File: config.mk
export PLATFORM = sky130hd
export DESIGN_NAME = pfd_lock_detect
export DESIGN_NICKNAME = d
export VERILOG_FILES = /design/src/rtl/pfd_ld_pkg.sv /design/src/rtl/pfd_edge_cmp.sv /design/src/rtl/pfd_pulse_shaper.sv /design/src/rtl/pfd_lock_filter.sv /design/src/rtl/pfd_lock_detect.sv
export SDC_FILE = /design/constraint.sdc
export NUM_CORES = 1
export LEC_CHECK = 0
export ABC_CLOCK_PERIOD_IN_PS = 2800
export CORE_MARGIN = 2
export CORE_UTILIZATION = 30
export CTS_BUF_LIST = sky130_fd_sc_hd__clkbuf_4
export DETAILED_ROUTE_END_ITERATION = 10
export DONT_BUFFER_PORTS = 1
export PLACE_DENSITY_LB_ADDON = 0.25
export SLEW_MARGIN = 10
export SYNTH_ARGS = -nofsm -noshare
export SYNTH_HDL_FRONTEND = slang
export SYNTH_SLANG_ARGS = --single-unit
File: constraint.sdc
create_clock -name clk_i -period 2.8 [get_ports clk_i]
set_input_delay 0.14 -clock clk_i [delete_from_list [all_inputs] [get_ports clk_i]]
set_output_delay 0.14 -clock clk_i [all_outputs]
set_load 0.005 [all_outputs]
File: src/rtl/pfd_ld_pkg.sv
package pfd_ld_pkg;
  typedef enum logic [1:0] {
    LEAD_NONE = 2'd0,
    LEAD_REF  = 2'd1,
    LEAD_DIV  = 2'd2
  } lead_e;
endpackage

File: src/rtl/pfd_edge_cmp.sv
module pfd_edge_cmp
  import pfd_ld_pkg::*;
#(
  parameter int CNT_W = 8
) (
  input  logic             clk_i,
  input  logic             rst_ni,
  input  logic             en_i,
  input  logic             ref_i,
  input  logic             div_i,
  output lead_e            pend_o,
  output logic [CNT_W-1:0] pend_cnt_o,
  output logic             cmp_o,
  output lead_e            cmp_lead_o,
  output logic [CNT_W-1:0] cmp_err_o
);
  localparam logic [CNT_W-1:0] CNT_MAX = '1;

  logic ref_q, div_q;
  logic ref_rise, div_rise;
  lead_e pend_q, pend_d;
  logic [CNT_W-1:0] cnt_q, cnt_d;

  assign ref_rise = ref_i & ~ref_q;
  assign div_rise = div_i & ~div_q;

  always_comb begin
    pend_d     = pend_q;
    cnt_d      = cnt_q;
    cmp_o      = 1'b0;
    cmp_lead_o = LEAD_NONE;
    cmp_err_o  = '0;
    if (!en_i) begin
      pend_d = LEAD_NONE;
      cnt_d  = '0;
    end else begin
      unique case (pend_q)
        LEAD_NONE: begin
          if (ref_rise && div_rise) begin
            cmp_o = 1'b1;
          end else if (ref_rise) begin
            pend_d = LEAD_REF;
            cnt_d  = CNT_W'(1);
          end else if (div_rise) begin
            pend_d = LEAD_DIV;
            cnt_d  = CNT_W'(1);
          end
        end
        LEAD_REF: begin
          if (div_rise) begin
            cmp_o      = 1'b1;
            cmp_lead_o = LEAD_REF;
            cmp_err_o  = cnt_q;
            pend_d     = LEAD_NONE;
            cnt_d      = '0;
          end else if (cnt_q != CNT_MAX) begin
            cnt_d = cnt_q + CNT_W'(1);
          end
        end
        LEAD_DIV: begin
          if (ref_rise) begin
            cmp_o      = 1'b1;
            cmp_lead_o = LEAD_DIV;
            cmp_err_o  = cnt_q;
            pend_d     = LEAD_NONE;
            cnt_d      = '0;
          end else if (cnt_q != CNT_MAX) begin
            cnt_d = cnt_q + CNT_W'(1);
          end
        end
        default: begin
          pend_d = LEAD_NONE;
          cnt_d  = '0;
        end
      endcase
    end
  end

  always_ff @(posedge clk_i or negedge rst_ni) begin
    if (!rst_ni) begin
      ref_q  <= 1'b0;
      div_q  <= 1'b0;
      pend_q <= LEAD_NONE;
      cnt_q  <= '0;
    end else begin
      ref_q  <= ref_i;
      div_q  <= div_i;
      pend_q <= pend_d;
      cnt_q  <= cnt_d;
    end
  end

  assign pend_o     = pend_q;
  assign pend_cnt_o = cnt_q;
endmodule

File: src/rtl/pfd_pulse_shaper.sv
module pfd_pulse_shaper
  import pfd_ld_pkg::*;
#(
  parameter int CNT_W = 8,
  parameter int MIN_W = 2
) (
  input  logic             clk_i,
  input  logic             rst_ni,
  input  logic             en_i,
  input  lead_e            pend_i,
  input  logic [CNT_W-1:0] pend_cnt_i,
  input  logic             cmp_i,
  input  lead_e            cmp_lead_i,
  input  logic [CNT_W-1:0] cmp_err_i,
  input  logic             soft_i,
  input  logic [CNT_W-1:0] cap_i,
  output logic             up_o,
  output logic             dn_o
);
  localparam int SW = $clog2(MIN_W + 1);
  localparam logic [CNT_W-1:0] MIN_C = CNT_W'(MIN_W);

  logic [1:0] act;

  for (genvar g = 0; g < 2; g++) begin : g_dir
    localparam lead_e DIR = (g == 0) ? LEAD_REF : LEAD_DIV;
    logic [SW-1:0] str_q;
    logic live;

    always_ff @(posedge clk_i or negedge rst_ni) begin
      if (!rst_ni) begin
        str_q <= '0;
      end else if (!en_i) begin
        str_q <= '0;
      end else if (cmp_i && cmp_lead_i == DIR && cmp_err_i < MIN_C) begin
        str_q <= SW'(MIN_C - cmp_err_i);
      end else if (str_q != '0) begin
        str_q <= str_q - SW'(1);
      end
    end

    // live part is trimmed to the cap while soft restart runs
    assign live   = (pend_i == DIR) && (!soft_i || pend_cnt_i <= cap_i);
    assign act[g] = live | (str_q != '0);
  end

  assign up_o = act[0];
  assign dn_o = act[1];
endmodule

File: src/rtl/pfd_lock_filter.sv
module pfd_lock_filter #(
  parameter int CNT_W    = 8,
  parameter int LOCK_TOL = 2,
  parameter int LOCK_N   = 3,
  parameter int SOFT_N   = 4
) (
  input  logic             clk_i,
  input  logic             rst_ni,
  input  logic             en_i,
  input  logic             cmp_i,
  input  logic [CNT_W-1:0] cmp_err_i,
  output logic             lock_o,
  output logic             soft_o
);
  localparam int GW = $clog2(LOCK_N + 1);
  localparam int SW = $clog2(SOFT_N + 1);

  logic [GW-1:0] good_q;
  logic [SW-1:0] soft_q;
  logic          lock_q, en_q, good_cmp;

  assign good_cmp = cmp_err_i < CNT_W'(LOCK_TOL);

  always_ff @(posedge clk_i or negedge rst_ni) begin
    if (!rst_ni) begin
      good_q <= '0;
      soft_q <= '0;
      lock_q <= 1'b0;
      en_q   <= 1'b1;
    end else begin
      en_q <= en_i;
      if (!en_i) begin
        good_q <= '0;
        soft_q <= '0;
        lock_q <= 1'b0;
      end else begin
        if (!en_q) soft_q <= SW'(SOFT_N);
        else if (cmp_i && soft_q != '0) soft_q <= soft_q - SW'(1);
        if (cmp_i) begin
          if (good_cmp) begin
            if (good_q != GW'(LOCK_N)) good_q <= good_q + GW'(1);
            lock_q <= good_q >= GW'(LOCK_N - 1);
          end else begin
            good_q <= '0;
            lock_q <= 1'b0;
          end
        end
      end
    end
  end

  assign lock_o = lock_q;
  assign soft_o = soft_q != '0;
endmodule

File: src/rtl/pfd_lock_detect.sv
module pfd_lock_detect
  import pfd_ld_pkg::*;
#(
  parameter int CNT_W    = 8,
  parameter int MIN_W    = 2,
  parameter int LOCK_TOL = 2,
  parameter int LOCK_N   = 3,
  parameter int SOFT_N   = 4
) (
  input  logic             clk_i,
  input  logic             rst_ni,
  input  logic             ref_i,
  input  logic             div_i,
  input  logic             pol_i,
  input  logic             fold_sel_i,
  input  logic             cp_hi_i,
  input  logic             en_i,
  input  logic             zc_i,
  input  logic [CNT_W-1:0] soft_cap_i,
  output logic             cp_drv_o,
  output logic             cp_en_o,
  output logic             cp_hi_o,
  output logic             phr_o,
  output logic             php_low_o,
  output logic             lock_o,
  output logic             fold_o
);
  lead_e            pend_w, cmp_lead_w;
  logic [CNT_W-1:0] pend_cnt_w, cmp_err_w;
  logic             cmp_w, soft_w, up_raw, dn_raw, lock_q_w;
  logic             up_w, dn_w, src_w, snk_w;

  pfd_edge_cmp #(.CNT_W(CNT_W)) u_cmp (
    .clk_i      (clk_i),
    .rst_ni     (rst_ni),
    .en_i       (en_i),
    .ref_i      (ref_i),
    .div_i      (div_i),
    .pend_o     (pend_w),
    .pend_cnt_o (pend_cnt_w),
    .cmp_o      (cmp_w),
    .cmp_lead_o (cmp_lead_w),
    .cmp_err_o  (cmp_err_w)
  );

  pfd_pulse_shaper #(.CNT_W(CNT_W), .MIN_W(MIN_W)) u_shape (
    .clk_i      (clk_i),
    .rst_ni     (rst_ni),
    .en_i       (en_i),
    .pend_i     (pend_w),
    .pend_cnt_i (pend_cnt_w),
    .cmp_i      (cmp_w),
    .cmp_lead_i (cmp_lead_w),
    .cmp_err_i  (cmp_err_w),
    .soft_i     (soft_w),
    .cap_i      (soft_cap_i),
    .up_o       (up_raw),
    .dn_o       (dn_raw)
  );

  pfd_lock_filter #(
    .CNT_W(CNT_W), .LOCK_TOL(LOCK_TOL), .LOCK_N(LOCK_N), .SOFT_N(SOFT_N)
  ) u_lock (
    .clk_i     (clk_i),
    .rst_ni    (rst_ni),
    .en_i      (en_i),
    .cmp_i     (cmp_w),
    .cmp_err_i (cmp_err_w),
    .lock_o    (lock_q_w),
    .soft_o    (soft_w)
  );

  assign up_w  = up_raw & en_i;
  assign dn_w  = dn_raw & en_i;
  assign src_w = pol_i ? up_w : dn_w;
  assign snk_w = pol_i ? dn_w : up_w;

  assign cp_drv_o  = src_w;
  assign cp_en_o   = en_i & zc_i & (src_w ^ snk_w);
  assign cp_hi_o   = cp_hi_i;
  assign phr_o     = pol_i ? up_w : dn_w;
  assign php_low_o = pol_i ? up_w : dn_w;
  assign lock_o    = ~en_i | lock_q_w;
  assign fold_o    = fold_sel_i ? (pol_i ? ref_i : div_i) : lock_o;
endmodule

======== Word level (Yosys, flattened, before mapping) ========
Cells that the tools add are included.
word-level totals
  flip-flop bits (word level) ............. 23
  logic and storage cells ................. 112
  bits of input ports ..................... 17
operators by class
  reductions and logical operators ........ 17
  $lt $le $gt $ge ......................... 3
  muxes and demuxes ....................... 48
  $add $sub $neg .......................... 6
  equality and inequality tests ........... 15
  bitwise logic cells ..................... 13
operators by type and width
  operator               number
  $mux W8                10
  $mux W2                18
  $pmux W8 S3            1
  $pmux W8 S2            1
  $mux W1                12
  $mux W3                3
  $ne A3 B3 Y1 const B   3
  $add A8 B1 Y8 const B  1
  $le A8 B8 Y1           1
  $logic_and A1 B1 Y1    8
  $lt A8 B2 Y1 const B   1
  $ne A8 B8 Y1 const B   1
  $and A1 B1 Y1          6
  $ne A3 B1 Y1 const B   2
  $ne A3 B2 Y1 const B   2
  $pmux W2 S3            1
  $eq A2 B1 Y1 const B   2
  $eq A2 B2 Y1 const B   2
  $ne A4 B2 Y1 const B   1
  $pmux W2 S2            1
  $reduce_and A2 Y1      2
  $reduce_and A4 Y1      1
  $reduce_bool A2 Y1     2
  $sub A2 B1 Y2 const B  2
  other kinds (14)       18

======== Logic depth before layout (Yosys ltp) ========
Gate-level depths: netlist of run 1.
  depth in word-level cells ............... 10
  gate-level depth with buffers ........... 9
  depth with buffers taken out ............ 8

======== By module ========
From an unflattened synthesis of run 1, not the netlist that was laid out.
unflattened totals
  cell total of the unflattened synthesis .. 209
  area total of the unflattened synthesis .. 1866.8 um^2
by module, submodules not included
  module            seq. area each (um^2)  area an instance (um^2)  instances  cells an instance
  pfd_edge_cmp      300.3                  833.3                    1          97
  pfd_pulse_shaper  100.1                  536.8                    1          62
  pfd_lock_filter   176.4                  410.4                    1          40
  pfd_lock_detect   0.0                    86.3                     1          10

======== Worst setup path after synthesis of run 1 ========
No wires, ideal clock.
  path type ............................... flip-flop to output port
  from .................................... register u_cmp.cnt_q[1] (netlist: u_cmp.pend_cnt_o[1])
  to ...................................... output port php_low_o
  stages on the path, launching flop included .. 9
  path buffers ............................ 1
  data required time ...................... 2.660 ns
  arrival time ............................ 1.988 ns
  setup slack ............................. 0.672 ns
  cells stage by stage .................... dfrtp_1 -> ha_1 -> nor2b_1 -> o211ai_1 -> a21oi_1 -> o311ai_0 -> mux2i_1 -> nor2_1 -> buf_4
between the ends
  word-level cells in the longest chain between the ends .. 6
  elaborated cells between the ends (all ways) .. 9
RTL lines
  element                           RTL line                                      text
  from (decl)                       pfd_edge_cmp.sv:22                            logic [CNT_W-1:0] cnt_q, cnt_d;
  from (signal assigned)            pfd_edge_cmp.sv:89                            cnt_q <= cnt_d;
  $le A8 B8 Y1 *                    pfd_pulse_shaper.sv:43                        assign live = (pend_i == DIR) && (!soft_i || pend_cnt_i <= cap_i);
  $logic_or A1 B1 Y1 *              pfd_pulse_shaper.sv:43
  $logic_and A1 B1 Y1               pfd_pulse_shaper.sv:43
  $or A1 B1 Y1                      pfd_pulse_shaper.sv:44                        assign act[g] = live | (str_q != '0);
  $and A1 B1 Y1 (on tied branches)  pfd_lock_detect.sv:74, pfd_lock_detect.sv:73
  $mux W1 *                         --
  to (decl)                         pfd_lock_detect.sv:24                         output logic php_low_o,
Mark *: on every way between the ends. The rest lies on a longest branch, timed or not.

======== Worst setup path after layout of run 1 ========
  from .................................... register u_cmp.cnt_q[1] (netlist: u_cmp.pend_cnt_o[1])
  to ...................................... output port phr_o
between the ends
  word-level cells in the longest chain between the ends .. 6
  elaborated cells between the ends (all ways) .. 9
RTL lines
  element                           RTL line                                      text
  $le A8 B8 Y1 *                    pfd_pulse_shaper.sv:43
  $logic_or A1 B1 Y1 *              pfd_pulse_shaper.sv:43
  $logic_and A1 B1 Y1               pfd_pulse_shaper.sv:43
  $or A1 B1 Y1                      pfd_pulse_shaper.sv:44
  $and A1 B1 Y1 (on tied branches)  pfd_lock_detect.sv:74, pfd_lock_detect.sv:73
  $mux W1 *                         --
  to (decl)                         pfd_lock_detect.sv:23                         output logic phr_o,
Marks and branches as above.

==> results of run 1 <==
[logic make-up (layout without fill, tap and decap cells)]
group	after synthesis	count (layout)	share of synthesized area
and+or+nand+nor	73	73	0.229
xor gates and xnor gates	6	6	0.0306
adders and majority gates	19	19	0.139
DFF	23	23	0.336
muxes	6	6	0.0357
buffers and inverters	29	34	0.0737
AOI/OAI and AO/OA	41	41	0.156
[worst max-delay path: cells and delay by family, from the launching register on]
family                   cells  cell delay (ns)
AO/OA/AOI/OAI                3             0.70
AND/OR/NAND/NOR              2             0.40
flip-flops                   1             0.48
adder cells (fa/ha/maj)      1             0.31
multiplexers                 1             0.13
[what timing repair did]
action	CTS	global route
endpoints found under the setup margin	0	4
resized for setup	0	1
hold buffers	5	0
hold endpoints to repair	29	0
[Yosys cell counts (2+ instances only)]
| library cell | count |
|---|---|
| o21ai_0 | 5 |
| or4_1 | 2 |
| xnor2_1 | 4 |
| or3_1 | 3 |
| mux2i_1 | 5 |
| a31oi_1 | 3 |
| nand4_1 | 4 |
| nand3_1 | 5 |
| a21o_1 | 2 |
| nor4_1 | 2 |
| nand2b_1 | 4 |
| a41oi_1 | 2 |
| o31ai_1 | 3 |
| dfrtp_1 | 22 |
| buf_2 | 2 |
| nor2b_1 | 2 |
| xor2_1 | 2 |
| buf_4 | 4 |
| ha_1 | 19 |
| o22ai_1 | 2 |
| nand2_1 | 17 |
| inv_1 | 22 |
| and3b_1 | 2 |
| nor2_1 | 23 |
| a21oi_1 | 14 |
[metrics by stage]
stage               utilization  instance area (um2)  power, mW  cells  worst slack, ns
floorplan                     -                 1720      0.832    197            0.672
finish                    0.340                 1870       1.08    274            0.312
global placement          0.323                 1780      0.899    265            0.507
global route              0.340                 1870       1.19    274           0.0998
CTS                       0.340                 1870       1.10    274           0.0908
detailed placement        0.323                 1780      0.908    265            0.465
[sequential cells by signal, indices dropped and copies added (netlist names)]
| name | count |
|---|---|
| u_cmp.div_q | 1 |
| u_cmp.pend_cnt_o | 8 |
| u_cmp.pend_o | 2 |
| u_cmp.ref_q | 1 |
| u_lock.en_q | 1 |
| u_lock.good_q | 2 |
| u_lock.lock_o | 1 |
| u_lock.soft_q | 3 |
| u_shape.g_dir.str_q | 4 |
[how the worst max path moves through the flow]
stage,to,slack (ns),depth (start not counted)
5_1_grt,phr_o,0.1,7
4_1_cts,phr_o,0.09,7
2_1_floorplan,php_low_o,0.67,8
6_report,phr_o,0.31,7
3_5_place_dp,phr_o,0.46,7
3_3_place_gp,cp_drv_o,0.51,7
[layout make-up]
type / instances / share of cell area
Sequential cell: 23 / 0.308
Timing Repair Buffer: 7 / 0.0401
Inverter: 23 / 0.0462
Clock buffer: 3 / 0.0120
Clock inverter: 1 / 0.00401
Tap cell: 72 / 0.0482
Multi-Input combinational cell: 145 / 0.541
[layer usage]
metal / vias to the layer above / global-route usage / routed length (um)
li1: 705 / - / -
met1: 631 / 0.171 / 1780
met2: 10 / 0.204 / 1660
met3: 2 / 0.0271 / 80
met4: 0 / 0.0207 / 23
met5: - / 0 / 0
[power by group]
part	internal, mW	switching [mW]
clock network	0.0546	0.111
registers	0.389	0.0466
logic	0.211	0.265
[layout by cell type, fill, tap and decap left out, types with 2 or more instances in the layout]
cell type,synthesis,layout
ha_1,19,19
clkbuf_4,0,3
inv_1,22,22
or3_1,3,3
o21ai_0,5,5
xnor2_1,4,4
a41oi_1,2,2
nand3_1,5,5
a31oi_1,3,3
dfrtp_1,22,22
o31ai_1,3,3
nand4_1,4,4
mux2i_1,5,5
a21o_1,2,2
dlygate4sd3_1,0,4
buf_4,4,2
and3b_1,2,2
a21oi_1,14,14
xor2_1,2,2
nand2b_1,4,4
nor2b_1,2,2
or4_1,2,2
o311ai_1,1,2
nor4_1,2,2
nand2_1,17,17
nor2_1,23,23
o22ai_1,2,2
==> flow_summary.ini, run 1 <==
[cells_and_area]
antenna_cells = 0
ff_latch_area_um2 = 577
drive_above_1_share = 0.0644
nNetsFinal = 239
area.growth.synth_to_final_pct = 9.04
multiInputGateArea_mm2 = 0.00101
fillerInstances = 569

[floorplan]
coreArea_mm2 = 0.00551
dieArea_mm2 = 0.00634
row_count = 27
initial_core_util = 0.312
die_height_um = 79.6
die_w_um = 79.6
io_pins = 24

[worst_setup_path]
required_ns = 2.66
r2r_cells = 8
r2r_slack_ns = 0.74
path_class = flip-flop to output pin
r2r-end = u_lock.good_q[0]$_DFFE_PN0P_
crit_path_start = u_cmp.pend_cnt_o[1]$_DFFE_PN0P_
r2r_start = u_cmp.pend_o[0]$_DFFE_PN0P_
crit_chain = ha_1, nor2b_1, o211ai_1, a21oi_1, o311ai_1, mux2i_1, nor2_1
worstPathArrival_ns = 2.35
cp-start-kind = flip-flop
cp-end-kind = output pin
cp_max_fo = 7
crit_slowest_cell = dfrtp_1
crit_path_max_incr_delay_ns = 0.48

[timing]
setup-tns-final_ns = 0
setup_violations = 0
whs_ns = 0.0216
rsz0062_at_grt = no
min_period_ns = 2.49
tightest_slew_ns = 0.551
fin_skew_ns = 0.00110
hold_violations = 0
drv_slew = 0
min_period_over_period = 0.889
relSlewSlack = 0.630
fmax_mhz = 402

[clock_network]
clk_pin_slew_ns = 0.14
cts.sinks = 23
cts_tree = done
ctsHtreeMaxLevel = 1
cts_root_buf = clkbuf_4
clk_latency_ns = 0.32
cts_made_buffers = 3
cts_setup_buffers = 0
clk_path_buf_depth = 2

[synthesis]
ys_types = 47
synthArstFlopShare = 1.00
synth.top_cell.area_share = 0.321
synth_edf_count = 0
syn_avg_cell_area_um2 = 8.71
synth_fp_nets = 233
yosysTopAreaCell = dfrtp_1
ys_ff_latch = 23
synth-seq-area-share = 0.336
ys_warn_count = 0
synth_cells = 197
synth_area_mm2 = 0.00172
synth_flop_cell = dfrtp_1
synth_area_leaders = dfrtp_1, ha_1, nor2_1, inv_1, a21oi_1

[global_routing]
grt_pass1_wl_mm = 6.25
track_usage = 0.125
antenna_found_initial = 0
grt-ovfl-total = 0
grt_max_degree = 24
first_global_vias = 1320

[placed_design]
port_buffers = 0
dp_hpwl_mm = 2.74
gp_congestion = 0.812

[detailed_routing]
antenna_left = 0
drc = 0
first_iter_violations = 72
vias = 1348
drt_pass1_iterations = 4
wl_mm = 3.55
via_per_inst = 4.92
wl_per_cell_um = 12.9

[flow_run]
drv_cap = 0

[hold_path]
min_path_cells = 2
hold_class = input pin to flip-flop
min_to = u_cmp.pend_cnt_o[7]$_DFFE_PN0P_
hold_start = en_i

[power]
p_leak_nw = 0.843
power_density_mw_per_mm2 = 575
peakVddDrop_mv = 0.196

[run_status]
outcome = finished clean
Power figures use the tool's default switching activity.
==> run 2, diff against run 1 <==
--- a/config.mk
+++ b/config.mk
@@ -6,8 +6,9 @@
 export NUM_CORES = 1
 export LEC_CHECK = 0
 export ABC_CLOCK_PERIOD_IN_PS = 2800
+export CORE_ASPECT_RATIO = 0.75
 export CORE_MARGIN = 2
-export CORE_UTILIZATION = 30
+export CORE_UTILIZATION = 40
 export CTS_BUF_LIST = sky130_fd_sc_hd__clkbuf_4
 export DETAILED_ROUTE_END_ITERATION = 10
 export DONT_BUFFER_PORTS = 1
==> run 2 against run 1 <==
Against the previous run:
- final area fell by 1.1%
- clock skew grew 0.012 ns
- critical path depth unchanged
- sequential power hardly changed
- maximum frequency rose by 1.5%
- largest cell class unchanged
- highest routed layer unchanged
- setup slack improved by 0.037 ns
- final cell count fell by 6.2%
==> flow_summary.ini, run 2 (same netlist as run 1, synthesis figures left out) <==
[power]
p_switching_uw = 415
swShare = 0.384
power_density_mw_per_mm2 = 584
p_leak_nw = 0.848
combPwrFrac = 0.434
clkPwrFrac = 0.162
internal-power_uw = 665
peakVddDrop_mv = 0.293
power_mw = 1.08
p_seq_frac = 0.404

[timing]
whs_ns = 0.0330
hold_violations = 0
min_period_over_period = 0.875
setup_violations = 0
setup-tns-final_ns = 0
tightest_slew_ns = 0.571
relSlewSlack = 0.616
fmax_mhz = 408
fin_skew_ns = 0.0128
drv_slew = 0
min_period_ns = 2.45
rsz0062_at_grt = no

[worst_setup_path]
cp_max_fo = 7
worstPathArrival_ns = 2.31
cp-start-kind = flip-flop
cp-end-kind = output pin
required_ns = 2.66
path_class = flip-flop to output pin

[placed_design]
gp_congestion = 0.842
port_buffers = 0
dpl_cell_area_mm2 = 0.00176
dp_hpwl_mm = 2.66

[detailed_routing]
wl_mm = 3.44
via_per_inst = 5.38
vias = 1383
antenna_left = 0
wl_per_cell_um = 13.4
first_iter_violations = 49
drc = 0
drt_pass1_iterations = 4

[floorplan]
row_count = 20
die_w_um = 79.6
initial_core_util = 0.421
die_height_um = 60.7
coreArea_mm2 = 0.00408
dieArea_mm2 = 0.00483
io_pins = 24

[run_status]
outcome = finished clean

[clock_network]
cts_tree = done
clk_path_buf_depth = 2
clk_latency_ns = 0.33
cts_made_buffers = 3
clk_pin_slew_ns = 0.14
cts.sinks = 23
cts_root_buf = clkbuf_4
ctsHtreeMaxLevel = 1

[cells_and_area]
layout_common_cells = nor2_1, inv_1, dfrtp_1, ha_1, nand2_1
area.growth.synth_to_final_pct = 7.80
fin_util = 0.453
nNetsFinal = 239
mostFrequentLayoutCell = nor2_1
fillerInstances = 410
final_area_mm2 = 0.00185
drive_above_1_share = 0.0644
largest_register_ffs = 8
antenna_cells = 0

[global_routing]
grt_pass1_wl_mm = 5.61
grt-ovfl-total = 0
antenna_found_initial = 0
track_usage = 0.152
first_global_vias = 1198
grt_max_degree = 24

[flow_run]
drv_cap = 0

[hold_path]
hold_class = input pin to flip-flop
run 2: changes by cell type in the layout (fill, tap and decap cells not counted):
cell	delta
clkbuf_4	+1
clkinvlp_4	-1
run 2: layout make-up:
type | count | area, um2 | area share
multi-input combinational | 145 | 1010 | 0.547
timing repair buffer | 7 | 75.1 | 0.0406
sequential | 23 | 577 | 0.312
tap | 55 | 68.8 | 0.0372
inverter | 23 | 86.3 | 0.0467
clock buffer | 4 | 30.0 | 0.0162
run 2: worst paths after layout:
| kind | cells after the start | endpoint | slack, ns | start |
|---|---|---|---|---|
| max in group asynchronous | 2 | u_lock.en_q$_DFF_PN1_ | 2.35 | rst_ni |
| worst min-delay path | 2 | u_cmp.pend_cnt_o[7]$_DFFE_PN0P_ | 0.03 | en_i |
| min in group asynchronous | 2 | u_shape.g_dir[1].str_q[1]$_DFFE_PN0P_ | 0.22 | rst_ni |
| worst max register to register | 7 | u_lock.good_q[1]$_DFFE_PN0P_ | 0.75 | u_cmp.pend_o[1]$_DFFE_PN0P_ |
| worst max-delay path | 7 | cp_drv_o | 0.35 | u_cmp.pend_cnt_o[1]$_DFFE_PN0P_ |
| worst min register to register | 2 | u_lock.lock_o$_DFFE_PN0P_ | 0.48 | u_lock.lock_o$_DFFE_PN0P_ |
run 2: stage by stage:
step,instances,worst slack [ns]
final,257,0.349
after global routing,257,0.0923
after CTS,257,0.164
after detailed placement,248,0.563
after global placement,248,0.574
after floorplan,197,0.672
run 2: repair_timing:
| item | in CTS | in global routing |
|---|---|---|
| hold endpoints to repair | 28 | 0 |
| hold buffers | 5 | 0 |
| gates resized for setup | 0 | 1 |
| setup endpoints to repair | 0 | 3 |
| buffers inserted | 0 | 0 |
run 2: power groups by stage:
stage / clock network, mW / logic, mW / registers [mW]
CTS: 0.183 / 0.473 / 0.436
finish: 0.175 / 0.468 / 0.436
global placement: 0 / 0.451 / 0.442
floorplan: 0 / 0.399 / 0.433
detailed placement: 0 / 0.455 / 0.444
global route: 0.194 / 0.531 / 0.445
run 2: worst max-delay path: stages (launching register included):
cell      delay [ns]
dfrtp_1         0.48
ha_1            0.31
nor2b_1         0.13
o211ai_1        0.15
a21oi_1         0.12
o311ai_1        0.39
mux2i_1         0.13
nor2_1          0.26
run 2: per-layer routing:
layer / vias to the layer above / track usage / routed length, um
met4: 0 / 0.0296 / 19
met1: 652 / 0.222 / 1780
li1: 702 / - / -
met2: 27 / 0.232 / 1500
met5: - / 0 / 0
met3: 2 / 0.0372 / 139
